[src/rtl/fastrd_pkg.sv]
package fastrd_pkg;

    typedef enum logic [2:0] {
        ST_IDLE,
        ST_CMD,
        ST_ADDR,
        ST_DUMMY,
        ST_DATA,
        ST_IGNORE
    } fr_state_e;

    localparam logic [7:0] FR_OPCODE     = 8'h0B;
    localparam int         FR_CMD_BITS   = 8;
    localparam int         FR_ADDR_BITS  = 24;
    localparam int         FR_DUMMY_BITS = 8;

endpackage

[src/rtl/fastrd_edge_det.sv]
module fastrd_edge_det (
    input  logic clk,
    input  logic rst_n,
    input  logic sig,
    output logic rise,
    output logic fall
);
    logic sig_q;

    always_ff @(posedge clk) begin
        if (!rst_n) sig_q <= 1'b0;
        else        sig_q <= sig;
    end

    assign rise = sig & ~sig_q;
    assign fall = ~sig & sig_q;

endmodule

[src/rtl/fastrd_tx_ser.sv]
module fastrd_tx_ser (
    input  logic       clk,
    input  logic       rst_n,
    input  logic       clear,
    input  logic       load,
    input  logic       shift,
    input  logic       fill,
    input  logic [7:0] rdata,
    output logic       bit_out
);
    logic [7:0] nxt_buf;
    logic [6:0] out_sr;
    logic       bit_q;

    always_ff @(posedge clk) begin
        if (!rst_n) begin
            nxt_buf <= '0;
            out_sr  <= '0;
            bit_q   <= 1'b0;
        end else begin
            if (fill) nxt_buf <= rdata;
            if (clear) begin
                out_sr <= '0;
                bit_q  <= 1'b0;
            end else if (load) begin
                bit_q  <= nxt_buf[7];
                out_sr <= nxt_buf[6:0];
            end else if (shift) begin
                bit_q  <= out_sr[6];
                out_sr <= {out_sr[5:0], 1'b0};
            end
        end
    end

    assign bit_out = bit_q;

endmodule

[src/rtl/fastrd_responder.sv]
module fastrd_responder
    import fastrd_pkg::*;
#(
    parameter int ADDR_W = 16
) (
    input  logic              clk,
    input  logic              rst_n,
    input  logic              spi_cs_n,
    input  logic              spi_sck,
    input  logic              spi_mosi,
    output logic              spi_miso,
    output logic              spi_miso_oe,
    input  logic              wr_busy,
    output logic              mem_rd_en,
    output logic [ADDR_W-1:0] mem_addr,
    input  logic [7:0]        mem_rdata
);
    localparam int CNT_W = $clog2(FR_ADDR_BITS + 1);
    localparam logic [CNT_W-1:0] CMD_LAST   = CNT_W'(FR_CMD_BITS - 1);
    localparam logic [CNT_W-1:0] ADDR_LAST  = CNT_W'(FR_ADDR_BITS - 1);
    localparam logic [CNT_W-1:0] DUMMY_LAST = CNT_W'(FR_DUMMY_BITS - 1);

    fr_state_e         state_q, state_d;
    logic [CNT_W-1:0]  cnt_q;
    logic [6:0]        op_sr;
    logic [ADDR_W-1:0] addr_q;
    logic [2:0]        bit_idx_q;
    logic              rd_en_q, rd_vld_q, oe_q;
    logic              sck_rise, sck_fall, ser_bit;
    logic              ld_byte, sh_bit;

    fastrd_edge_det u_sck_edge (
        .clk  (clk),
        .rst_n(rst_n),
        .sig  (spi_sck),
        .rise (sck_rise),
        .fall (sck_fall)
    );

    assign ld_byte = (state_q == ST_DATA) && sck_fall && !spi_cs_n && (bit_idx_q == 3'd0);
    assign sh_bit  = (state_q == ST_DATA) && sck_fall && !spi_cs_n && (bit_idx_q != 3'd0);

    fastrd_tx_ser u_tx (
        .clk    (clk),
        .rst_n  (rst_n),
        .clear  (spi_cs_n),
        .load   (ld_byte),
        .shift  (sh_bit),
        .fill   (rd_vld_q),
        .rdata  (mem_rdata),
        .bit_out(ser_bit)
    );

    // next-state logic
    always_comb begin
        state_d = state_q;
        if (spi_cs_n) begin
            state_d = ST_IDLE;
        end else begin
            unique case (state_q)
                ST_IDLE:  state_d = ST_CMD;
                ST_CMD:   if (sck_rise && cnt_q == CMD_LAST)
                              state_d = ({op_sr, spi_mosi} == FR_OPCODE && !wr_busy)
                                        ? ST_ADDR : ST_IGNORE;
                ST_ADDR:  if (sck_rise && cnt_q == ADDR_LAST)  state_d = ST_DUMMY;
                ST_DUMMY: if (sck_rise && cnt_q == DUMMY_LAST) state_d = ST_DATA;
                ST_DATA:  state_d = ST_DATA;
                ST_IGNORE: state_d = ST_IGNORE;
                default:  state_d = ST_IDLE;
            endcase
        end
    end

    // state register
    always_ff @(posedge clk) begin
        if (!rst_n) state_q <= ST_IDLE;
        else        state_q <= state_d;
    end

    // datapath
    always_ff @(posedge clk) begin
        if (!rst_n) begin
            cnt_q     <= '0;
            op_sr     <= '0;
            addr_q    <= '0;
            bit_idx_q <= '0;
            rd_en_q   <= 1'b0;
            rd_vld_q  <= 1'b0;
            oe_q      <= 1'b0;
        end else begin
            rd_en_q  <= 1'b0;
            rd_vld_q <= rd_en_q;
            if (spi_cs_n) begin
                cnt_q     <= '0;
                bit_idx_q <= '0;
                oe_q      <= 1'b0;
            end else begin
                if (sck_rise && state_q inside {ST_CMD, ST_ADDR, ST_DUMMY})
                    cnt_q <= (state_d != state_q) ? '0 : cnt_q + CNT_W'(1);
                if (state_q == ST_CMD && sck_rise)
                    op_sr <= {op_sr[5:0], spi_mosi};
                if (state_q == ST_ADDR && sck_rise) begin
                    addr_q <= {addr_q[ADDR_W-2:0], spi_mosi};
                    if (cnt_q == ADDR_LAST) rd_en_q <= 1'b1;
                end
                if (state_q == ST_DATA && sck_fall) begin
                    oe_q      <= 1'b1;
                    bit_idx_q <= bit_idx_q + 3'd1;
                    if (bit_idx_q == 3'd0) begin
                        addr_q  <= addr_q + ADDR_W'(1);
                        rd_en_q <= 1'b1;
                    end
                end
            end
        end
    end

    // outputs
    always_comb begin
        spi_miso    = ser_bit;
        spi_miso_oe = oe_q;
        mem_rd_en   = rd_en_q;
        mem_addr    = addr_q;
    end

    AST_RELEASE_IDLE: assert property (@(posedge clk) disable iff (!rst_n) spi_cs_n |=> (state_q == ST_IDLE && !spi_miso_oe));
    AST_OE_IN_DATA: assert property (@(posedge clk) disable iff (!rst_n) spi_miso_oe |-> (state_q == ST_DATA));
    AST_IGNORE_NO_READ: assert property (@(posedge clk) disable iff (!rst_n) (state_q == ST_IGNORE) |-> !mem_rd_en);
    AST_READ_PULSE: assert property (@(posedge clk) disable iff (!rst_n) mem_rd_en |=> !mem_rd_en);
    AST_ADDR_STEP: assert property (@(posedge clk) disable iff (!rst_n) ld_byte |=> (addr_q == $past(addr_q) + ADDR_W'(1)));
    AST_MISO_HOLD: assert property (@(posedge clk) disable iff (!rst_n) (spi_miso_oe && !sck_fall && !spi_cs_n) |=> $stable(spi_miso));

endmodule

[config.mk]
export PLATFORM = sky130hd
export DESIGN_NAME = fastrd_responder
export DESIGN_NICKNAME = d
export VERILOG_FILES = /design/src/rtl/fastrd_pkg.sv /design/src/rtl/fastrd_edge_det.sv /design/src/rtl/fastrd_tx_ser.sv /design/src/rtl/fastrd_responder.sv
export SDC_FILE = /design/constraint.sdc
export NUM_CORES = 1
export LEC_CHECK = 0
export CORE_AREA = 2 2 84 66
export DETAILED_ROUTE_END_ITERATION = 8
export DIE_AREA = 0 0 86 68
export PLACE_DENSITY_LB_ADDON = 0.15
export SKIP_CTS_REPAIR_TIMING = 1
export SYNTH_ARGS = -nofsm -noshare
export SYNTH_HDL_FRONTEND = slang
export SYNTH_SLANG_ARGS = --single-unit
[constraint.sdc]
create_clock -name clk -period 2.4 [get_ports clk]
set_input_delay 0.48 -clock clk [delete_from_list [all_inputs] [get_ports clk]]
set_output_delay 0.48 -clock clk [all_outputs]
set_load 0.02 [all_outputs]
---- After elaboration in Yosys (flattened, before gate mapping) ----
Index checks and enable logic that the tools add are counted.
storage, ports and cells
  output and inout port bits .............. 19
  input port bits ......................... 14
  flip-flop bits (word level) ............. 54
  word-level logic and storage cells ...... 67
cells by class
  add/subtract/negate cells ............... 3
  reduce and logical (&&, ||, !) cells .... 19
  muxes and demuxes ....................... 18
  bitwise logic cells ..................... 6
  eq/ne operators ......................... 9
operators by type and width
  cell                     number
  $mux W16                 3
  $pmux W3 S6              1
  $add A16 B1 Y16 const B  1
  $mux W3                  5
  $mux W7                  2
  $logic_and A1 B1 Y1      10
  $eq A8 B4 Y1 const B     1
  $eq A3 B2 Y1 const B     2
  $eq A3 B3 Y1 const B     2
  $logic_not A3 Y1         2
  $mux W1                  6
  $reduce_bool A3 Y1       2
  $add A5 B1 Y5 const B    1
  $eq A5 B3 Y1 const B     1
  $eq A5 B5 Y1 const B     1
  $mux W5                  1
  $not A1 Y1               4
  $add A3 B1 Y3 const B    1
  $eq A3 B1 Y1 const B     1
  $ne A3 B3 Y1             1
  $and A1 B1 Y1            2
  $logic_not A1 Y1         2
  $reduce_and A2 Y1        1
  $reduce_bool A2 Y1       1
  $reduce_or A2 Y1         1

---- Longest topological paths before layout ----
  depth in word-level cells ............... 8
  gate-level depth with buffers ........... 10

---- By module ----
From an unflattened synthesis, not the netlist that was laid out.
second synthesis, totals
  cells, all modules ...................... 319
  area, all modules ....................... 2778.9 um2
modules (own cells, without submodules)
  module            area each (um2)  cells an instance  instances
  fastrd_responder  2068.2           254                1
  fastrd_tx_ser     671.9            61                 1
  fastrd_edge_det   38.8             4                  1

---- Worst setup path after synthesis ----
No wires, ideal clock.
  kind .................................... flip-flop to flip-flop
  start ................................... register bit_idx_q[0]
  end ..................................... register addr_q[15], in the netlist mem_addr[15]
  slack ................................... 0.467 ns
  data arrival time ....................... 1.814 ns
  required time ........................... 2.281 ns
  cell stages (with the launch flop) ...... 10
  path through ............................ dfxtp_1 inv_1 ha_1 nor2b_1 clkbuf_1 nand3_4 nor3_4 and3_4 a31oi_1 o221a_1
between the ends
  cells in the longest elaborated chain, start to end .. 3
RTL lines
  item                      RTL line                 source
  start: declaration        fastrd_responder.sv:27   logic [2:0] bit_idx_q;
  start signal: assignment  fastrd_responder.sv:108  bit_idx_q <= bit_idx_q + 3'd1;
  $logic_not A3 Y1          fastrd_responder.sv:109  if (bit_idx_q == 3'd0) begin
  $mux W16                  fastrd_responder.sv:109
  $mux W16                  fastrd_responder.sv:106  if (state_q == ST_DATA && sck_fall) begin
  end signal: assignment    fastrd_responder.sv:103  addr_q <= {addr_q[ADDR_W-2:0], spi_mosi};
  end signal: assignment    fastrd_responder.sv:110  addr_q <= addr_q + ADDR_W'(1);
  end: declaration          fastrd_responder.sv:26   logic [ADDR_W-1:0] addr_q;
Every way passes these cells.
A chain may end at the register's enable or synchronous reset.

---- Worst setup path in the final report ----
  start ................................... input port spi_sck
  end ..................................... register addr_q[1], in the netlist mem_addr[1]
between the ends
  cells in the longest elaborated chain, start to end .. 5
RTL lines
  item                 RTL line                 source
  start: declaration   fastrd_responder.sv:9    input logic spi_sck,
  $and A1 B1 Y1        fastrd_edge_det.sv:15    assign rise = sig & ~sig_q;
  $logic_and A1 B1 Y1  fastrd_responder.sv:102  if (state_q == ST_ADDR && sck_rise) begin
  $mux W16             fastrd_responder.sv:102
  $mux W16             fastrd_responder.sv:109
  $mux W16 (*)         fastrd_responder.sv:106
Every way passes the cells marked *; elsewhere a longest branch is shown, timed or not.

==> impl_results.md <==
* Status: complete, no violations
* Clk buf depth at 2
* Clk_lat worst skew at 310 ps
* Minimum clock period at 2040 ps
* Commonest non-fill, non-tap cell in the layout: dfxtp_1
* Via count at 2337
* Lkg Pwr at 0.00128 uW
* Vias in the first global route at 1982
* Post-DP Area at 0.00314 sq mm
* Setup TNS at 0 ps
* CTS clock-pin slew for the worst setup and hold paths at 100 ps
* Grt ovf at 0
* Critical path required time at 2610 ps
* Worst EP arrival at 2260 ps
* Worst path slowest cell: clkdlybuf4s50_1
* Worst setup EP type: flop
* Remaining antenna violation count at 0
* Area of the core at 0.00509 sq mm
* Endpoints failing setup at 0
* Nets at 374
* Cells along the critical path: clkdlybuf4s50_1 > nand2b_2 > or4b_1 > buf_4 > o22a_1 > o221a_2
* DRT iter0 DRCs at 103
* RSZ-0062 raised after global routing: false
* YS warnings at 0
* Initial core utilization at 0.523
* P&R area growth vs syn at 22.2%
* Hold Path Class: reg -> reg
* Period utilization at 0.851
* First-pass GRT wire length at 9.54 mm
* IO buf count at 32
* Top_reg_cell synth: dfxtp_1
* Worst-Margin Slew at 584 ps
* Fin Hold WS at 480 ps
* Avg Cell Area, Syn at 8.45 sq um
* Final Core Density at 0.639
* Initial antenna violation count at 0
* Pins Over Slew Limit at 0
* Clk sinks at 54
* Synthesized area at 0.00266 sq mm
* Dpl hpwl at 4.01 mm
* CP bufs+invs at 2
* Gpl congestion at 0.851
* Top-area cell type share of the netlist area at 0.406
* Max-Slew Margin vs Limit at 0.610
* Largest net degree at the start of global routing at 25
* DR vias/cell at 5.58
* TritonCTS clock tree: built
* Die width at 86 um
* Post-Place Cells at 411
* Gr usage total at 0.205
* H-Tree Depth at 2
* IO Count at 33
* Most frequent cells in the layout: dfxtp_1, nor2_1, nand2_1
* Pre-antenna DRT Iters at 4
* Crit path kind: in -> reg
* CTS buffer count at 5
* Crit start category: primary input
* Post-route cell area at 0.00325 sq mm
* Sequential area share after synthesis at 0.406
* Rows at 23
* Final non-filler cell total at 419
* DRC Markers at 0
* Max stage delay on crit path at 570 ps
* Peak VDD IR at 0.000326 V
* Crit Path Max Fanout at 24
* Fraction of layout cells with a size suffix above 1 at 0.115
* Synth area leader: dfxtp_1
* Root Buffer: clkbuf_8
* Final Hold Viols at 0
* Wirelength per Cell at 13.4 um
* F_max at 0.490 GHz
* Synthesized net count at 333
* #FFs+latches synth at 54
* PD cells at 503 mW/mm^2
* Synth top area cells: dfxtp_1, nor2_1, mux2i_1
* Die height at 68 um
* ANT cells at 0
* Post-Synthesis Cells at 315
* Max Cap Viol at 0
* Crit path max-delay family: buffers and inverters
* Post-synth EDFFs at 0
* Die footprint at 0.00585 sq mm
* Drt total wl at 5.59 mm
* Async SR Flop Fraction at 0
* Count of cell types in the netlist at 51
* Clock Skews at 8.78 ps
[layout make-up]
type	instances	area, sq um
Timing Repair Buffer	53	490
Inverter	6	22.5
Sequential cell	54	1080
Fill cell	463	1840
Multi-Input combinational cell	236	1470
Clock inverter	3	47.5
Clock buffer	5	68.8
Tap cell	62	77.6
[metal layers]
| metal | vias up | global-route usage | wire, um |
|---|---|---|---|
| li1 | 1216 | - | - |
| met5 | - | 0 | 0 |
| met1 | 1068 | 0.316 | 3060 |
| met3 | 2 | 0.0495 | 318 |
| met2 | 51 | 0.289 | 2180 |
| met4 | 0 | 0.0377 | 29 |
[registers in the layout, indices dropped and copies added, names as in the netlist]
signal,count
bit_idx_q,3
state_q,3
mem_addr,16
op_sr,7
rd_vld_q,1
u_tx.out_sr,7
u_sck_edge.sig_q,1
spi_miso_oe,1
cnt_q,5
u_tx.nxt_buf,8
u_tx.bit_out,1
mem_rd_en,1
[synth_stat cells, types with 3 or more instances]
| master | n |
|---|---|
| buf_2 | 6 |
| dfxtp_1 | 54 |
| and2_1 | 4 |
| nor3_1 | 9 |
| nor2b_1 | 3 |
| nand3_1 | 14 |
| mux2i_1 | 15 |
| nand2_1 | 34 |
| ha_1 | 4 |
| a311oi_1 | 7 |
| o21ai_0 | 14 |
| a211oi_1 | 5 |
| a21oi_1 | 19 |
| o211a_1 | 4 |
| nor2_1 | 46 |
| o22ai_1 | 4 |
| clkbuf_1 | 10 |
| and4_1 | 4 |
| a31oi_1 | 8 |
| a21o_1 | 3 |
| inv_1 | 5 |
| o21a_1 | 3 |
[power by group]
part / total, uW / internal [uW] / switching, uW
sequential: 905 / 899 / 5.70
combinational: 96.8 / 46.2 / 50.5
clock: 636 / 319 / 317
total: 1640 / 1260 / 373
[tightest hold or removal path, delay by kind of cell (launching register included)]
kind	cells	cell delay [ps]
AND/OR/NAND/NOR	2	120
flip-flops	1	340
[worst paths after layout]
check | to | depth (start not counted) | slack, ps | start
setup reg to reg | mem_addr[15] | 6 | 510 | state_q[1]
hold reg to reg | spi_miso_oe | 2 | 480 | spi_miso_oe
setup / recovery | mem_addr[1] | 6 | 360 | spi_sck
hold / removal | spi_miso_oe | 2 | 480 | spi_miso_oe
[through the flow]
step           power [uW]  setup slack [ps]
5_1_grt              1710               149
3_5_place_dp         1020              17.3
3_3_place_gp         1020              33.5
2_1_floorplan         975               467
6_report             1640               358
4_1_cts              1660               360
[cells by family after synthesis]
| logic type | after synthesis | share of synthesized area |
|---|---|---|
| adders and majority gates | 4 | 0.0188 |
| muxes | 15 | 0.0564 |
| and+or+nand+nor | 135 | 0.264 |
| DFF | 54 | 0.406 |
| AOI/OAI and AO/OA | 78 | 0.198 |
| buffers and inverters | 25 | 0.0437 |
| xor gates and xnor gates | 4 | 0.0132 |
No activity file was read; power rests on OpenSTA's default activity.
